<file path="src/rtl/hzd_pkg.sv">
package hzd_pkg;

  typedef struct packed {
    logic pc_we;
    logic ifid_we;
    logic ex_bubble;
    logic ifid_flush;
  } hzd_ctl_t;

  localparam hzd_ctl_t CTL_FLOW  = '{pc_we: 1'b1, ifid_we: 1'b1, ex_bubble: 1'b0, ifid_flush: 1'b0};
  localparam hzd_ctl_t CTL_HOLD  = '{pc_we: 1'b0, ifid_we: 1'b0, ex_bubble: 1'b1, ifid_flush: 1'b0};
  localparam hzd_ctl_t CTL_FLUSH = '{pc_we: 1'b1, ifid_we: 1'b1, ex_bubble: 1'b1, ifid_flush: 1'b1};

endpackage

</file>
<file path="src/rtl/hzd_src_match.sv">
module hzd_src_match #(
  parameter int IDX_W   = 5,
  parameter int NUM_SRC = 2
) (
  input  logic [NUM_SRC-1:0][IDX_W-1:0] src_idx,
  input  logic [NUM_SRC-1:0]            src_used,
  input  logic [IDX_W-1:0]              dst_idx,
  input  logic                          dst_is_load,
  output logic                          load_hit
);

  logic [NUM_SRC-1:0] per_src_hit;
  logic               dst_live;

  // Register 0 is hardwired, so it never carries a pending value.
  assign dst_live = dst_is_load && (dst_idx != '0);

  for (genvar g = 0; g < NUM_SRC; g++) begin : g_cmp
    assign per_src_hit[g] = src_used[g] && (src_idx[g] == dst_idx);
  end

  assign load_hit = dst_live && (|per_src_hit);

endmodule

</file>
<file path="src/rtl/hzd_arbiter.sv">
module hzd_arbiter
  import hzd_pkg::*;
(
  input  logic     clk,
  input  logic     rst_n,
  input  logic     load_hit,
  input  logic     br_taken,
  output hzd_ctl_t ctl
);

  logic held_q;
  logic held_d;
  logic hold_now;

  // Flush outranks hold; a hold directly after a hold is refused.
  always_comb begin
    hold_now = load_hit && !br_taken && !held_q;
    held_d   = hold_now;
    if (br_taken) begin
      ctl = CTL_FLUSH;
    end else if (hold_now) begin
      ctl = CTL_HOLD;
    end else begin
      ctl = CTL_FLOW;
    end
  end

  always_ff @(posedge clk or negedge rst_n) begin
    if (!rst_n) begin
      held_q <= 1'b0;
    end else begin
      held_q <= held_d;
    end
  end

endmodule

</file>
<file path="src/rtl/hazard_ctl.sv">
module hazard_ctl
  import hzd_pkg::*;
#(
  parameter int IDX_W = 5
) (
  input  logic             clk,
  input  logic             rst_n,
  input  logic [IDX_W-1:0] id_src_a,
  input  logic             id_use_a,
  input  logic [IDX_W-1:0] id_src_b,
  input  logic             id_use_b,
  input  logic [IDX_W-1:0] ex_dst,
  input  logic             ex_mem_rd,
  input  logic             br_taken,
  output logic             pc_we,
  output logic             ifid_we,
  output logic             ex_bubble,
  output logic             ifid_flush
);

  localparam int NUM_SRC = 2;

  logic [NUM_SRC-1:0][IDX_W-1:0] src_vec;
  logic [NUM_SRC-1:0]            use_vec;
  logic                          load_hit;
  hzd_ctl_t                      ctl;

  assign src_vec = {id_src_b, id_src_a};
  assign use_vec = {id_use_b, id_use_a};

  hzd_src_match #(
    .IDX_W  (IDX_W),
    .NUM_SRC(NUM_SRC)
  ) i_match (
    .src_idx    (src_vec),
    .src_used   (use_vec),
    .dst_idx    (ex_dst),
    .dst_is_load(ex_mem_rd),
    .load_hit   (load_hit)
  );

  hzd_arbiter i_arb (
    .clk     (clk),
    .rst_n   (rst_n),
    .load_hit(load_hit),
    .br_taken(br_taken),
    .ctl     (ctl)
  );

  assign pc_we      = ctl.pc_we;
  assign ifid_we    = ctl.ifid_we;
  assign ex_bubble  = ctl.ex_bubble;
  assign ifid_flush = ctl.ifid_flush;

endmodule

</file>
<file path="config.mk">
export PLATFORM = sky130hd
export DESIGN_NAME = hazard_ctl
export DESIGN_NICKNAME = d
export VERILOG_FILES = /design/src/rtl/hzd_pkg.sv /design/src/rtl/hzd_src_match.sv /design/src/rtl/hzd_arbiter.sv /design/src/rtl/hazard_ctl.sv
export SDC_FILE = /design/constraint.sdc
export NUM_CORES = 1
export LEC_CHECK = 0
export BUFFER_PORTS_ARGS = -buffer_cell sky130_fd_sc_hd__buf_2
export CAP_MARGIN = 40
export CELL_PAD_IN_SITES_DETAIL_PLACEMENT = 2
export CELL_PAD_IN_SITES_GLOBAL_PLACEMENT = 2
export CORE_ASPECT_RATIO = 1.25
export CORE_MARGIN = 2
export CORE_UTILIZATION = 11
export CTS_CLUSTER_DIAMETER = 60
export DETAILED_ROUTE_END_ITERATION = 8
export MAX_ROUTING_LAYER = met4
export PLACE_DENSITY_LB_ADDON = 0.15
export SETUP_SLACK_MARGIN = 0.5
export SYNTH_ARGS = -nofsm -noshare
export SYNTH_HDL_FRONTEND = slang
export SYNTH_SLANG_ARGS = --single-unit
export TNS_END_PERCENT = 50
</file>
<file path="constraint.sdc">
create_clock -name clk -period 1.4 [get_ports clk]
set_input_delay 0.21 -clock clk [delete_from_list [all_inputs] [get_ports clk]]
set_output_delay 0.21 -clock clk [all_outputs]
set_load 0.05 [all_outputs]
</file>
Yosys cells after proc, flatten, opt, wreduce, memory -nomap -nowiden
Cells that the tools add are included.
{ "totals": {"reg_bits": 1, "input_bits": 21, "output_inout_bits": 4} }
{ "classes": {"eq_ne": 2, "n_mux": 2, "n_reduce_logical": 10} }
{ "ops": {"columns": ["operator", "n"], "rows": [
  ["== test 5 bit", 2],
  ["two-way mux 4 bit", 2],
  ["logical AND 1 bit", 6],
  ["nonzero test 5 bit", 1],
  ["zero test 1 bit", 2],
  ["OR reduction 2 bit", 1]
]} }

Logic depth before layout (Yosys ltp)
Gate-level depths: netlist of run 1.
{ "depth": {"depth_word": 8, "ltp_mapped": 5} }

Modules after synthesis
A second synthesis of run 1 with hierarchy kept.
{ "unflattened": {"hier_cells": 24, "area_unflattened_um2": 203.9} }
{ "by_module_without_submodules": {"columns": ["mod", "n_inst", "cells_each", "area_per_inst_um2"], "rows": [
  ["hzd_src_match", 1, 17, 133.9],
  ["hzd_arbiter", 1, 7, 70.1]
]} }

Worst setup path after synthesis of run 1
Ideal clock, no wire load.
{ "synth_timing": {"kind": "input to output", "startpoint": "input port ex_dst[2]", "endpoint": "output port pc_we", "arrival_time_ps": 1638, "required_time_ps": 1190, "path_slack_ps": -448, "stages": 5, "path_cell_list": "xor2_1 > nor4_2 > a32oi_1 > or3_1 > buf_4"} }
{ "synth_via": {"elab_chain_cells": 8} }
{ "synth_rtl": {"columns": ["element", "line", "rtl"], "rows": [
  ["from (decl)", "hazard_ctl.sv:12", "input logic [IDX_W-1:0] ex_dst,"],
  ["== test 5 bit", "hzd_src_match.sv:19", "assign per_src_hit[g] = src_used[g] && (src_idx[g] == dst_idx);"],
  ["logical AND 1 bit", "hzd_src_match.sv:19", null],
  ["OR reduction 2 bit", "hzd_src_match.sv:22", "assign load_hit = dst_live && (|per_src_hit);"],
  ["logical AND 1 bit *", "hzd_src_match.sv:22", null],
  ["logical AND 1 bit * (2 in series)", "hzd_arbiter.sv:17", "hold_now = load_hit && !br_taken && !held_q;"],
  ["two-way mux 4 bit *", "hzd_arbiter.sv:21", "end else if (hold_now) begin"],
  ["two-way mux 4 bit *", "hzd_arbiter.sv:19", "if (br_taken) begin"],
  ["to (decl)", "hazard_ctl.sv:15", "output logic pc_we,"]
]} }
Mark *: on every way between the ends. The rest lies on a longest branch, timed or not.

Worst setup path in the final report of run 1
{ "layout_timing": {"startpoint": "input port id_src_b[0]", "endpoint": "output port ifid_we"} }
{ "layout_via": {"elab_chain_cells": 8} }
{ "layout_rtl": {"columns": ["element", "line", "rtl"], "rows": [
  ["from (decl)", "hazard_ctl.sv:10", "input logic [IDX_W-1:0] id_src_b,"],
  ["== test 5 bit", "hzd_src_match.sv:19", null],
  ["logical AND 1 bit", "hzd_src_match.sv:19", null],
  ["OR reduction 2 bit", "hzd_src_match.sv:22", null],
  ["logical AND 1 bit", "hzd_src_match.sv:22", null],
  ["logical AND 1 bit (2 in series)", "hzd_arbiter.sv:17", null],
  ["two-way mux 4 bit", "hzd_arbiter.sv:21", null],
  ["two-way mux 4 bit", "hzd_arbiter.sv:19", null],
  ["to (decl)", "hazard_ctl.sv:16", "output logic ifid_we,"]
]} }
Every way passes these cells.

==> results of run 1 <==
-- worst max-delay path by stage --
stage                 from  endpoint  slack, ns
2_1_floorplan    ex_dst[2]     pc_we      -0.28
3_3_place_gp     ex_dst[3]     pc_we      -0.36
3_5_place_dp     ex_dst[2]   ifid_we      -0.38
4_1_cts        id_src_b[0]   ifid_we      -0.33
5_1_grt        id_src_b[0]   ifid_we      -0.34
6_report       id_src_b[0]   ifid_we      -0.29
-- cell usage in the layout, fill, tap and decap left out --
master,n
xor2_1,6
buf_4,4
nor4_2,2
a32oi_1,1
xor2_2,2
nor3_1,1
or4_1,1
buf_2,17
buf_8,2
nor2b_1,1
or3_4,1
xnor2_1,2
dlygate4sd3_1,1
buf_6,4
dfrtp_1,1
o21bai_2,1
and2_0,1
o21ai_2,1
-- power by group --
group          leakage, uW  switching, uW  internal [uW]
Clock                    0              0              0
Sequential       0.0000139         0.0750           29.7
Combinational     0.000187           55.1           61.4
Total             0.000201           55.2           91.1
-- per-layer routing --
layer | routed length, um | share of wire [%] | global-route usage, % | up-vias
li1 | - | - | - | 130
met1 | 232 | 31 | 7.42 | 119
met2 | 439 | 59 | 15.4 | 16
met3 | 65 | 8.8 | 0.694 | 0
met4 | 0 | 0 | 0 | 0
met5 | 0 | 0 | - | -
-- worst reg2reg max path: stages (launching register included) --
cell and delay [ns]:
dfrtp_1 0.34, nor2b_1 0.13, o21ai_2 0.08, buf_4 0.14, nor3_1 0.13
-- cells by family (layout without fill, tap and decap cells) --
family | count (synthesis) | count (layout) | share of synthesized area, %
compound gates | 3 | 3 | 10.7
xor+xnor | 10 | 10 | 44.0
buf+inv | 2 | 28 | 7.54
flops | 1 | 1 | 12.6
simple gates | 7 | 7 | 25.2
-- stage by stage --
stage | hold slack (ns) | TNS (ns) | area (um2) | power, uW
global placement | -0.0141 | -1.00 | 359 | 125
finish | 0.423 | -0.773 | 442 | 146
detailed placement | -0.0131 | -1.07 | 359 | 129
global route | 0.446 | -0.946 | 442 | 157
floorplan | -0.0856 | -0.433 | 211 | 79.1
CTS | 0.429 | -0.906 | 414 | 140
-- synth_stat cells --
library cell	instances	share of area, %
xnor2_1	2	8.8
or3_1	1	3.1
and2_0	1	3.1
xor2_1	8	35
nor2b_1	1	3.1
o21bai_1	1	3.8
or4_1	1	3.8
nor3_1	1	2.5
buf_4	2	7.5
nor4_2	1	6.3
dfrtp_1	1	13
nor4_1	1	3.1
a32oi_1	1	4.4
o21ai_1	1	2.5
-- cell type report --
| type | instances | area, um2 | area share (%) |
|---|---|---|---|
| Tap cell | 19 | 23.8 | 5.38 |
| Timing Repair Buffer | 28 | 200 | 45.3 |
| Multi-Input combinational cell | 20 | 193 | 43.6 |
| Sequential cell | 1 | 25.0 | 5.67 |
-- what timing repair did --
action                                  4_1_cts  5_1_grt
endpoints found under the setup margin        4        4
pin swaps                                     7        2
endpoints found under the hold margin         1        0
gates resized for setup                      12        6
hold buffers                                  1        0
==> summary.md, run 1 <==
| Metric | Value |
|---|---|
| Worst hold endpoint | i_arb.held_q |
| Number of unique standard cell types used by synthesis | 14 |
| Number of instances in the synthesized netlist | 23 |
| Unrepaired setup endpoints after global routing | yes |
| Crit path max-delay family | simple AND/OR/NAND/NOR gates |
| Number of failing hold endpoints at the final stage | 0 |
| Worst min path class | in2reg |
| Ant. Diodes | 0 |
| Syn Nets | 44 |
| Portion of the clock cycle consumed by the worst path in the final layout | 121% |
| Tightest slew margin relative to the limit | a little over four fifths |
| Depth of the worst register-to-register path | 4 |
| Max frequency | approximately 590 MHz |
| Estimated wirelength of the detail-placed design | roughly 700 um |
| Area enclosed by the die boundary | 0.00217 mm2 |
| Final standard cell utilization of the core | 25.3% |
| Starting DRC count in detailed routing | 0 |
| Vertical die dimension | about 52 um |
| Warning count from the yosys run | 0 |
| Number of global-route vias before repair | about 300 |
| Power density over the cells | 331 mW/mm2 |
| Portion of the post-synthesis area used by sequential elements | 12.6% |
| Layout Area Growth over Synthesis | 122% |
| Max FFs per register | 1 |
| Placement Rows | 17 |
| Count of buffering cells on the critical path with inverters included | 2 |
| Number of flip-flops and latches in the synthesized netlist | 1 |
| Wire length of the first global-routing pass | 1240 um |
| Buffers added on ports | 24 |
| Mean number of vias per cell | about 3.9 |
| Finished Layout Cells | between 60 and 70 |
| Layout fillers | 204 |
| Top flop regs | i_arb.held_q x1 |
| Setup slack, reg-to-reg | 0.49 ns |
| Register bank with the most flops | i_arb.held_q |
| Final worst path period need | ~1.7 ns |
| Worst Hold Depth | 2 |
| Average wire per standard cell | approximately 11 um |
| Fraction of final layout cells sized beyond drive strength 1 | a little over two thirds |
| Destination of the worst register-to-register timing path | i_arb.held_q |
| Total Wirelength | ~740 um |
| GRT Overall Usage | between 7 and 8% |
| Total stage count of the critical path | 6 |
| Finish-stage setup viols | 3 |
| Total count of max-transition violations in the final report | 0 |
| Standby leakage power | approximately 0.0002 uW |
| Placeable core region | 0.00174 mm2 |
| Data required time of the critical path | 1.19 ns |
| Count of nets after finishing | 72 |
| Residual DRC count | 0 |
| Slowest library cell on the worst path | or3_4 |
| Largest net degree at the start of global routing | 5 |
| Result of the run | finished with violations |
| Number of max-cap violations | 0 |
| Clock-pin transition on the worst setup and hold timing paths | 0 ns |
| First drt pass iteration count | 1 |
| Initial core utilization | between 10% and 20% |
| Maximum VDD drop | slightly above 0.00008 V |
| Crit end category | primary output |
| Endpoint arrival time on the critical path | roughly 1.5 ns |
| Crit-path cells | buf_6 > xor2_2 > nor4_2 > a32oi_1 > or3_4 > buf_8 |
| Failing checks | setup timing |
| Post-placement worst setup slack | -0.382 ns |
| Buffer count from post-CTS setup fixing | 0 |
| DIE WIDTH | between 40 and 50 um |
| Slew at the pin with the worst max-slew slack | ~0.25 ns |
| Crit path kind | in2out |
| Worst-path fanout max | 2 |
| Syn avg cell area | ~8.6 um2 |
| Hold Path Origin | br_taken |
| Clock latency reported for the late side of the worst-skew pair | 0 ns |
| Final Wtd Congestion | approximately 0.70 |
| Count of nets left with antenna violations after detail routing | 0 |
| Netlist area before placement | between 150 and 200 um2 |
| Antenna violations before repair | 0 |
| Worst reg2reg startpoint | i_arb.held_q |
| Number of vias after detailed routing | 265 |
| Kind of start point of the critical path | input pin |
| Setup ws final | -0.291 ns |
| Number of placed instances, taps included | between 60 and 70 |
| Delay of the slowest cell on the worst path | 0.42 ns |
| Total gr overflow | 0 |
| Final setup skew | 0 ns |
| Top Ports | 25 |
Power figures use the tool's default switching activity.
==> run 2, diff against run 1 <==
--- a/config.mk
+++ b/config.mk
@@ -5,7 +5,7 @@
 export SDC_FILE = /design/constraint.sdc
 export NUM_CORES = 1
 export LEC_CHECK = 0
-export BUFFER_PORTS_ARGS = -buffer_cell sky130_fd_sc_hd__buf_2
+export BUFFER_PORTS_ARGS = -buffer_cell sky130_fd_sc_hd__buf_4
 export CAP_MARGIN = 40
 export CELL_PAD_IN_SITES_DETAIL_PLACEMENT = 2
 export CELL_PAD_IN_SITES_GLOBAL_PLACEMENT = 2
==> run 2 against run 1 <==
Effect of this change: design area up 15%; first-iteration DRC count unchanged; worst setup slack better by 0.044 ns; largest power group unchanged; highest routed layer unchanged; die area unchanged; critical path type unchanged; flip-flop and latch count unchanged; utilization up 3.8 points; hold slack worse by 0.016 ns; the flow still finishes with violations (setup timing); via count down 0.75%.
==> summary.md, run 2 (synthesis results as in run 1) <==
| Metric | Value |
|---|---|
| Number of global-route vias before repair | 296 (-1.0%) |
| Failing checks | setup timing |
| Count of nets after finishing | 72 (unchanged) |
| Post-placement worst setup slack | -0.355 ns (+0.0270 ns) |
| Worst Hold Depth | 2 (unchanged) |
| Final standard cell utilization of the core | 29.1% (+3.8 points) |
| Count of nets left with antenna violations after detail routing | 0 (unchanged) |
| Worst reg2reg startpoint | i_arb.held_q |
| Crit end category | primary output |
| Power density over the cells | 329 mW/mm2 (-0.75%) |
| Buffer count from post-CTS setup fixing | 0 (unchanged) |
| Area enclosed by the die boundary | 0.00217 mm2 (unchanged) |
| Largest net degree at the start of global routing | 5 (unchanged) |
| Wire length of the first global-routing pass | 1150 um (-7.3%) |
| Ant. Diodes | 0 (unchanged) |
| Max frequency | 607 MHz (+2.7%) |
| Final Wtd Congestion | 0.681 (-2.2%) |
| Register bank with the most flops | i_arb.held_q |
| Buffers added on ports | 24 (unchanged) |
| Residual DRC count | 0 (unchanged) |
| Worst min path class | in2reg |
| Clock-pin transition on the worst setup and hold timing paths | 0 ns (unchanged) |
| First drt pass iteration count | 1 (unchanged) |
| Internal power | 110 uW (+21%) |
| DIE WIDTH | 42.0 um (unchanged) |
| Final worst path period need | 1.65 ns (-0.0442 ns) |
| Setup slack, reg-to-reg | 0.50 ns (about the same) |
| Vertical die dimension | 51.5 um (unchanged) |
| Number of max-cap violations | 0 (unchanged) |
| Data required time of the critical path | 1.19 ns (about the same) |
| Top flop regs | i_arb.held_q x1 |
| Total gr overflow | 0 (unchanged) |
| Placeable core region | 0.00174 mm2 (unchanged) |
| Total area of multi-input combinational cells | 205 um2 (+6.5%) |
| Mean number of vias per cell | 3.87 (-0.75%) |
| Clock share of power | 0% (unchanged) |
| GRT Overall Usage | 6.73% (-0.46 points) |
| Number of failing hold endpoints at the final stage | 0 (unchanged) |
| Combinational share of power | 82.2% (+2.6 points) |
| Final setup skew | 0 ns (unchanged) |
| Number of vias after detailed routing | 263 (-0.75%) |
| Total net switching power | 57.1 uW (+3.5%) |
| Total Wirelength | 745 um (+0.95%) |
| Most frequent standard cell in the layout excluding fill and tap cells | buf_4 |
| Standby leakage power | 0.000221 uW (+9.9%) |
| Relative contribution of sequential cells to total power | 17.8% (-2.6 points) |
| Worst-path fanout max | 2 (unchanged) |
| Slew at the pin with the worst max-slew slack | 0.221 ns (-0.0286 ns) |
| Worst hold endpoint | i_arb.held_q |
| Destination of the worst register-to-register timing path | i_arb.held_q |
| Result of the run | finished with violations |
| Layout Area Growth over Synthesis | 155% |
| Fraction of final layout cells sized beyond drive strength 1 | 71.4% (+2.0 points) |
| Tightest slew margin relative to the limit | 85.1% (+1.7 points) |
| Depth of the worst register-to-register path | 4 (unchanged) |
| Kind of start point of the critical path | input pin |
| Top Ports | 25 (unchanged) |
| Initial core utilization | 11.4% (unchanged) |
| Commonest cells after routing, fill and taps aside | 18 x buf_4, 7 x buf_6, 6 x xor2_1 |
| Setup ws final | -0.247 ns (+0.0442 ns) |
| Max FFs per register | 1 (unchanged) |
| Antenna violations before repair | 0 (unchanged) |
| Unrepaired setup endpoints after global routing | yes |
| Switch share | 34.2% (-3.5 points) |
| Starting DRC count in detailed routing | 0 (unchanged) |
| Placement Rows | 17 (unchanged) |
| Seq. cell area | 25.0 um2 (unchanged) |
| Average wire per standard cell | 11.0 um (+0.95%) |
| Endpoint arrival time on the critical path | 1.44 ns (-0.04 ns) |
| Post-route total power | 167 uW (+14%) |
| Clock latency reported for the late side of the worst-skew pair | 0 ns (unchanged) |
| Layout fillers | 206 (+0.98%) |
| Maximum VDD drop | 0.0000884 V (+8.3%) |
| Total count of max-transition violations in the final report | 0 (unchanged) |
| Finish-stage setup viols | 3 (unchanged) |
| Hold Path Origin | br_taken |
| Portion of the clock cycle consumed by the worst path in the final layout | 118% (-3.2 points) |
| Crit path kind | in2out |
-- run 2: worst max path at each step --
stage / startpoint / end / slack, ns / cells past startpoint
floorplan: ex_dst[2] / pc_we / -0.28 / 5
global placement: ex_dst[3] / pc_we / -0.34 / 6
detailed placement: ex_dst[3] / ifid_we / -0.36 / 6
CTS: id_src_a[1] / ifid_we / -0.30 / 6
global route: id_src_b[2] / ifid_we / -0.33 / 6
finish: id_src_b[2] / ifid_we / -0.25 / 6
-- run 2: per-stage QoR --
| stage | instance area (um2) | hold slack (ns) | TNS [ns] | instances |
|---|---|---|---|---|
| 2_1_floorplan | 211 | -0.0856 | -0.433 | 23 |
| 3_3_place_gp | 419 | -0.0140 | -0.925 | 67 |
| 3_5_place_dp | 419 | -0.0137 | -0.985 | 67 |
| 4_1_cts | 470 | 0.416 | -0.797 | 68 |
| 5_1_grt | 508 | 0.422 | -0.884 | 68 |
| 6_report | 508 | 0.407 | -0.677 | 68 |
-- run 2: final cells by class --
cell class / count / share of cell area [%]
multi-input combinational: 20 / 40.4
sequential: 1 / 4.93
tap: 19 / 4.68
timing repair buffer: 28 / 50.0
-- run 2: what timing repair did --
action	CTS	global route
gates resized for setup	10	7
endpoints found under the hold margin	1	0
pin swaps	3	3
hold buffers	1	0
endpoints found under the setup margin	4	4
-- run 2: routing by layer --
| metal | up-vias | wire length, um | GRT usage [%] |
|---|---|---|---|
| met4 | 0 | 0 | 0 |
| met5 | - | 0 | - |
| met2 | 16 | 441 | 15.1 |
| li1 | 130 | - | - |
| met1 | 117 | 240 | 6.54 |
| met3 | 0 | 63 | 0.347 |
-- run 2: power groups by stage --
stage               logic (uW)  registers, uW  clock network (uW)
floorplan                 49.3           29.8                   0
global placement           114           29.8                   0
detailed placement         116           29.8                   0
CTS                        129           29.8                   0
global route               148           29.8                   0
finish                     137           29.8                   0
-- run 2: critical path, stage by stage --
cell and delay [ns]:
buf_6 0.09, xor2_2 0.16, nor4_2 0.25, a32oi_1 0.14
or3_4 0.41, buf_6 0.16
